$ cat src/rtl/zsd_pkg.sv
package zsd_pkg;
  typedef enum logic {
    CODE_THREE = 1'b0,
    CODE_FOUR  = 1'b1
  } line_code_e;

  typedef struct packed {
    logic pos;
    logic neg;
    logic data;
    logic lcv;
  } slot_t;
endpackage

$ cat src/rtl/zsd_rule_check.sv
module zsd_rule_check
  import zsd_pkg::*;
#(
  parameter int FOUR_RUN  = 4,
  parameter int THREE_RUN = 3
) (
  input  logic                  clk,
  input  logic                  rst_n,
  input  logic                  pos_in,
  input  logic                  neg_in,
  input  line_code_e            code,
  output slot_t                 slot_new,
  output logic [FOUR_RUN-2:0]   clear_mask
);
  localparam int ZW = $clog2(FOUR_RUN + 1);

  logic          last_pos_q, last_pos_d;
  logic          seen_q, seen_d;
  logic [ZW-1:0] zrun_q, zrun_d;

  logic          pulse, both, same_pol, valid_sub, bad_v, excess;
  logic [ZW-1:0] run_len;

  always_comb begin
    run_len   = (code == CODE_FOUR) ? ZW'(FOUR_RUN) : ZW'(THREE_RUN);
    pulse     = pos_in | neg_in;
    both      = pos_in & neg_in;
    same_pol  = seen_q && !both && ((pos_in && last_pos_q) || (neg_in && !last_pos_q));
    valid_sub = same_pol && (zrun_q >= run_len - ZW'(2));
    bad_v     = same_pol && !valid_sub;
    excess    = !pulse && (zrun_q == run_len - ZW'(1));

    slot_new.pos  = pos_in;
    slot_new.neg  = neg_in;
    slot_new.data = pulse && !valid_sub;
    slot_new.lcv  = bad_v | both | excess;

    for (int i = 0; i < FOUR_RUN - 1; i++)
      clear_mask[i] = valid_sub && (ZW'(i) < run_len - ZW'(1));

    if (pulse) begin
      zrun_d     = '0;
      last_pos_d = both ? last_pos_q : pos_in;
      seen_d     = seen_q | !both;
    end else begin
      zrun_d     = (zrun_q == ZW'(FOUR_RUN)) ? zrun_q : zrun_q + ZW'(1);
      last_pos_d = last_pos_q;
      seen_d     = seen_q;
    end
  end

  always_ff @(posedge clk or negedge rst_n) begin
    if (!rst_n) begin
      last_pos_q <= 1'b0;
      seen_q     <= 1'b0;
      zrun_q     <= '0;
    end else begin
      last_pos_q <= last_pos_d;
      seen_q     <= seen_d;
      zrun_q     <= zrun_d;
    end
  end
endmodule

$ cat src/rtl/zsd_slot_pipe.sv
module zsd_slot_pipe
  import zsd_pkg::*;
#(
  parameter int DEPTH = 4
) (
  input  logic             clk,
  input  logic             rst_n,
  input  slot_t            slot_in,
  input  logic [DEPTH-2:0] clear_mask,
  output slot_t            slot_out
);
  slot_t stage_q [DEPTH];
  slot_t stage_d [DEPTH];

  always_comb stage_d[0] = slot_in;

  for (genvar g = 1; g < DEPTH; g++) begin : g_stage
    always_comb begin
      stage_d[g] = stage_q[g-1];
      if (clear_mask[g-1]) stage_d[g].data = 1'b0;
    end
  end

  for (genvar g = 0; g < DEPTH; g++) begin : g_reg
    always_ff @(posedge clk or negedge rst_n) begin
      if (!rst_n) stage_q[g] <= '0;
      else        stage_q[g] <= stage_d[g];
    end
  end

  assign slot_out = stage_q[DEPTH-1];
endmodule

$ cat src/rtl/zsd_out_mux.sv
module zsd_out_mux
  import zsd_pkg::*;
(
  input  logic  clk,
  input  logic  single_rail,
  input  logic  clk_invert,
  input  slot_t slot,
  output logic  rpos_out,
  output logic  rneg_out,
  output logic  clk_out
);
  always_comb begin
    rpos_out = single_rail ? slot.data : slot.pos;
    rneg_out = single_rail ? slot.lcv  : slot.neg;
    clk_out  = clk_invert ? ~clk : clk;
  end
endmodule

$ cat src/rtl/zsub_decoder.sv
module zsub_decoder
  import zsd_pkg::*;
#(
  parameter int FOUR_RUN  = 4,
  parameter int THREE_RUN = 3
) (
  input  logic clk,
  input  logic rst_n,
  input  logic pos_in,
  input  logic neg_in,
  input  logic code_sel,
  input  logic single_rail,
  input  logic clk_invert,
  output logic rpos_out,
  output logic rneg_out,
  output logic clk_out
);
  localparam int DEPTH = FOUR_RUN;

  logic             rst_meta_q, rst_sync_q;
  slot_t            slot_new, slot_old;
  logic [DEPTH-2:0] clear_mask;

  // Reset asserts at once and releases on the clock.
  always_ff @(posedge clk or negedge rst_n) begin
    if (!rst_n) begin
      rst_meta_q <= 1'b0;
      rst_sync_q <= 1'b0;
    end else begin
      rst_meta_q <= 1'b1;
      rst_sync_q <= rst_meta_q;
    end
  end

  zsd_rule_check #(.FOUR_RUN(FOUR_RUN), .THREE_RUN(THREE_RUN)) rule_i (
    .clk(clk), .rst_n(rst_sync_q), .pos_in(pos_in), .neg_in(neg_in),
    .code(line_code_e'(code_sel)), .slot_new(slot_new), .clear_mask(clear_mask)
  );

  zsd_slot_pipe #(.DEPTH(DEPTH)) pipe_i (
    .clk(clk), .rst_n(rst_sync_q), .slot_in(slot_new),
    .clear_mask(clear_mask), .slot_out(slot_old)
  );

  zsd_out_mux mux_i (
    .clk(clk), .single_rail(single_rail), .clk_invert(clk_invert),
    .slot(slot_old), .rpos_out(rpos_out), .rneg_out(rneg_out), .clk_out(clk_out)
  );
endmodule

$ cat config.mk
export PLATFORM = sky130hd
export DESIGN_NAME = zsub_decoder
export DESIGN_NICKNAME = d
export VERILOG_FILES = /design/src/rtl/zsd_pkg.sv /design/src/rtl/zsd_rule_check.sv /design/src/rtl/zsd_slot_pipe.sv /design/src/rtl/zsd_out_mux.sv /design/src/rtl/zsub_decoder.sv
export SDC_FILE = /design/constraint.sdc
export NUM_CORES = 1
export LEC_CHECK = 0
export CAP_MARGIN = 20
export CELL_PAD_IN_SITES_DETAIL_PLACEMENT = 0
export CELL_PAD_IN_SITES_GLOBAL_PLACEMENT = 2
export CORE_MARGIN = 5
export CORE_UTILIZATION = 39
export DETAILED_ROUTE_END_ITERATION = 10
export GPL_TIMING_DRIVEN = 0
export PLACE_DENSITY_LB_ADDON = 0.1
export SYNTH_ARGS = -nofsm -noshare
export SYNTH_HDL_FRONTEND = slang
export SYNTH_SLANG_ARGS = --single-unit
$ cat constraint.sdc
create_clock -name clk -period 2.2 [get_ports clk]
set_clock_uncertainty 0.15 [all_clocks]
set_input_delay 0.22 -clock clk [delete_from_list [all_inputs] [get_ports clk]]
set_output_delay 0.22 -clock clk [all_outputs]
set_load 0.05 [all_outputs]
# Word-level counts from Yosys, hierarchy flattened
# Index checks and enable logic that the tools add are counted.
# word_totals
register_bits	23
inputBits	7
elab_cells	64
# classes
addsub	3
magnitude_cmp	4
n_eq_ne	3
n_mux	9
n_bitwise	7
reduce_logical	17
# ops
op	count
$logic_and 1x1->1	11
$mux 3	3
$lt 1x3->1 const A	2
$mux 1	6
$logic_not 1->1	4
$or 1x1->1	4
$add 3x1->3 const B	1
$eq 3x3->1	1
$eq 3x3->1 const B	1
$ge 3x3->1	1
$lt 2x3->1 const A	1
$sub 3x1->3 const B	1
$sub 3x2->3 const B	1
$ne 2x1->1 const B	1
$not 1->1	2
$reduce_and 2->1	1
$and 1x1->1	1
$logic_or 1x1->1	1

# Depth between registers and ports, before layout
# logic_depth
word_depth	9
mapped_depth	5

# By module
# From an unflattened synthesis, not the netlist that was laid out.
# hier_totals
cells_unflattened	70
area_unflattened_um2	953.4
# by_module_without_submodules
module	instances	cells_per_inst	area_each_um2	seq_area_each_um2
zsd_slot_pipe	1	23	471.7	400.4
zsd_rule_check	1	41	396.6	125.1
zsub_decoder	1	3	53.8	50.0
zsd_out_mux	1	3	31.3	0.0

==> summary.md <==
| Metric | Value |
|---|---|
| Top post-synthesis cells by area | `dfrtp_1 66%, ha_1 8.6%, mux2_2 3.9%, inv_1 3.4%, a21boi_0 2.6%` |
| Crit path time final | `2.11 ns` |
| Final setup viols | `0` |
| Area Overhead vs Synth | `21.7%` |
| Avg WL per Cell | `10.4 um` |
| Yosys warns | `0` |
| Ys flop type | `dfrtp_1` |
| Critical path arrival | `1.74 ns` |
| Area post-placement | `1010 um2` |
| Layout cells sized above 1 | `19.0%` |
| Die X-Extent | `57.4 um` |
| Avg Cell Area, Syn | `14.1 um2` |
| Initial antenna violation count | `0` |
| Most frequent cell after synthesis | `dfrtp_1` |
| Asr flop ratio synth | `100%` |
| Critical path fanouts, max | `2` |
| Maxcap violations | `0` |
| Combinational share of power | `9.9%` |
| Nets | `93` |
| Drt drc | `0` |
| I/O pins | `10` |
| Setup crit end kind | `output pin` |
| Vias in the first global route | `478` |
| Mapped Cells | `62` |
| Psw | `0.295 mW` |
| Pins Over Slew Limit | `0` |
| Worst setup SP type | `input port` |
| Pwr/cell area | `895 nW/um2` |
| Main combinational cell family by area after synthesis | `compound AO/OA/AOI/OAI gates` |
| Number of hold violations in the final report | `0` |
| Grt ovf | `0` |
| Leakage power | `0.506 nW` |
| N_diodes | `0` |
| DR vias/cell | `4.56` |
| Leading area contributor after synthesis | `dfrtp_1` |
| Setup CP Type | `in2out` |
| CORE AREA | `2170 um2` |
| Std cell rows | `17` |
| Hpwl dp | `812 um` |
| Starting density of the core | `40.3%` |
| Post-route ant nets | `0` |
| Seq/Total Area, Yosys | `65.8%` |
| Die Ht | `57.4 um` |
| Clock Latency Late Sink | `0.41 ns` |
| Post-synth top area share | `65.8%` |
| Mapped Nets | `75` |
| Synth top cells by count | `23 x dfrtp_1, 8 x inv_1, 6 x ha_1, 3 x a21boi_0, 3 x mux2_2` |
| Routability cong. | `0.655` |
| Post-Synth Adder-Cell Area | `8.58%` |
| Largest net degree at the start of global routing | `22` |
| Worst-path clk slew | `0.12 ns` |
| Final Cycle Share | `95.8%` |
| CTS tree | `built` |
| Synth cell types | `21` |
| Finished Core Util | `49.1%` |
| Hold Crit Class | `in2reg` |
| IO buf count | `9` |
| Via Count | `488` |
| Power Internal | `0.658 mW` |
| Mux cell area share after synthesis | `5.01%` |
| Clock power frac | `40.5%` |
| Total Routing Usage GR | `8.19%` |
| RSZ-0062 raised after global routing | `no` |
| Synth Area in Simple Gates | `6.15%` |
| 1st-pass router iterations | `4` |
| Xor/xnor share of the synthesized area | `2.00%` |
| Setup bufs post-CTS | `0` |
| Post-synth EDFFs | `0` |
| Mapped Area | `875 um2` |
| Sw frac | `30.9%` |
| Final Cell Area | `1060 um2` |
| FF+latch count, synth | `23` |
| DR iter-0 viols | `11` |
| Worst slew pin tran | `0.797 ns` |
| Compound-cell area share of the yosys netlist | `8.58%` |
| Die area | `3290 um2` |
| Outcome | `complete, no violations` |
| First-pass GRT wire length | `2010 um` |
| Worst rel slew slack | `46.9%` |
| Routed WL | `1120 um` |
| Max Freq | `474 MHz` |
| VDD IR-drop max | `0.712 mV` |
| Seq pwr share | `49.6%` |
| Worst Path Required | `1.83 ns` |
## power groups by stage
stage / Clock [mW] / Sequential [mW] / Combinational [mW]
6_report: 0.386 / 0.473 / 0.0940
5_1_grt: 0.423 / 0.478 / 0.103
2_1_floorplan: 0.0905 / 0.478 / 0.0642
3_3_place_gp: 0.127 / 0.481 / 0.0934
3_5_place_dp: 0.127 / 0.483 / 0.0939
4_1_cts: 0.405 / 0.474 / 0.0954
## per-layer routing
metal	vias to the layer above	share of wire, %	track usage [%]	wire length [um]
met5	-	0	0	0
met4	0	2.8	6.29	31
met3	5	6.2	3.17	69
met2	16	40	9.84	443
met1	228	51	11.5	571
li1	239	-	-	-
## cell type report
cell class	instances	area, um2
fill	205	1100
sequential	23	576
multi-input combinational	31	277
timing repair buffer	9	90.1
clock buffer	7	50.0
tap	28	35.0
inverter	8	30.0
clock inverter	1	7.51
## worst paths after layout
| kind | from | to | slack, ns | cells past startpoint |
|---|---|---|---|---|
| max | single_rail | rneg_out | 0.09 | 3 |
| min | neg_in | pipe_i.stage_d[10]$_DFF_PN0_ | 0.17 | 1 |
| max reg2reg | rule_i.zrun_q[0]$_DFFE_PN0P_ | pipe_i.stage_d[8]$_DFF_PN0_ | 0.38 | 5 |
| min reg2reg | rst_sync_q$_DFF_PN0_ | pipe_i.stage_d[8]$_DFF_PN0_ | 0.19 | 0 |
| max in group asynchronous | rst_sync_q$_DFF_PN0_ | pipe_i.stage_d[7]$_DFF_PN0_ | 1.22 | 0 |
| min in group asynchronous | rst_sync_q$_DFF_PN0_ | pipe_i.stage_d[8]$_DFF_PN0_ | 0.19 | 0 |
## layout by cell type (no fill, tap or decap), types with 2 or more instances in the layout
cell,Yosys,final
o21ai_0,2,2
clkbuf_4,0,6
a21boi_0,3,3
clkdlybuf4s50_1,0,8
a31oi_1,2,2
dfrtp_1,23,23
mux2_2,3,3
nand2_1,2,2
inv_1,8,8
ha_1,6,6
## registers in the layout, summed over array words and instances (netlist names)
| register | count |
|---|---|
| pipe_i.slot_out | 4 |
| pipe_i.stage_d | 9 |
| pipe_i.stage_q | 3 |
| rst_meta_q | 1 |
| rst_sync_q | 1 |
| rule_i.last_pos_q | 1 |
| rule_i.seen_q | 1 |
| rule_i.zrun_q | 3 |
## stage by stage
step	setup TNS, ns	hold WS [ns]	power, mW	setup slack (ns)	std cells
final	0	0.173	0.953	0.0918	107
after global routing	0	0.168	1.00	0.0310	107
after CTS	0	0.167	0.974	0.0653	107
after detailed placement	-0.157	0.185	0.704	-0.157	99
after global placement	-0.157	0.182	0.701	-0.157	99
after floorplan	0	-0.226	0.632	0.267	62
## kinds of logic after synthesis
group | count (synthesis)
flops | 23
xor+xnor | 2
simple gates | 8
fa+ha+maj | 6
compound gates | 10
mux | 4
other cells | 1
buf+inv | 8
## worst max-delay path, cell delays in order
cell             delay, ns
clkdlybuf4s50_1       0.49
mux2_2                0.33
clkdlybuf4s50_1       0.69
## timing repair
item	CTS	global route
hold buffers	1	0
resized for setup	5	0
endpoints found under the hold margin	2	0
endpoints found under the setup margin	1	0
Note: power is estimated with default switching activity, not from simulation.
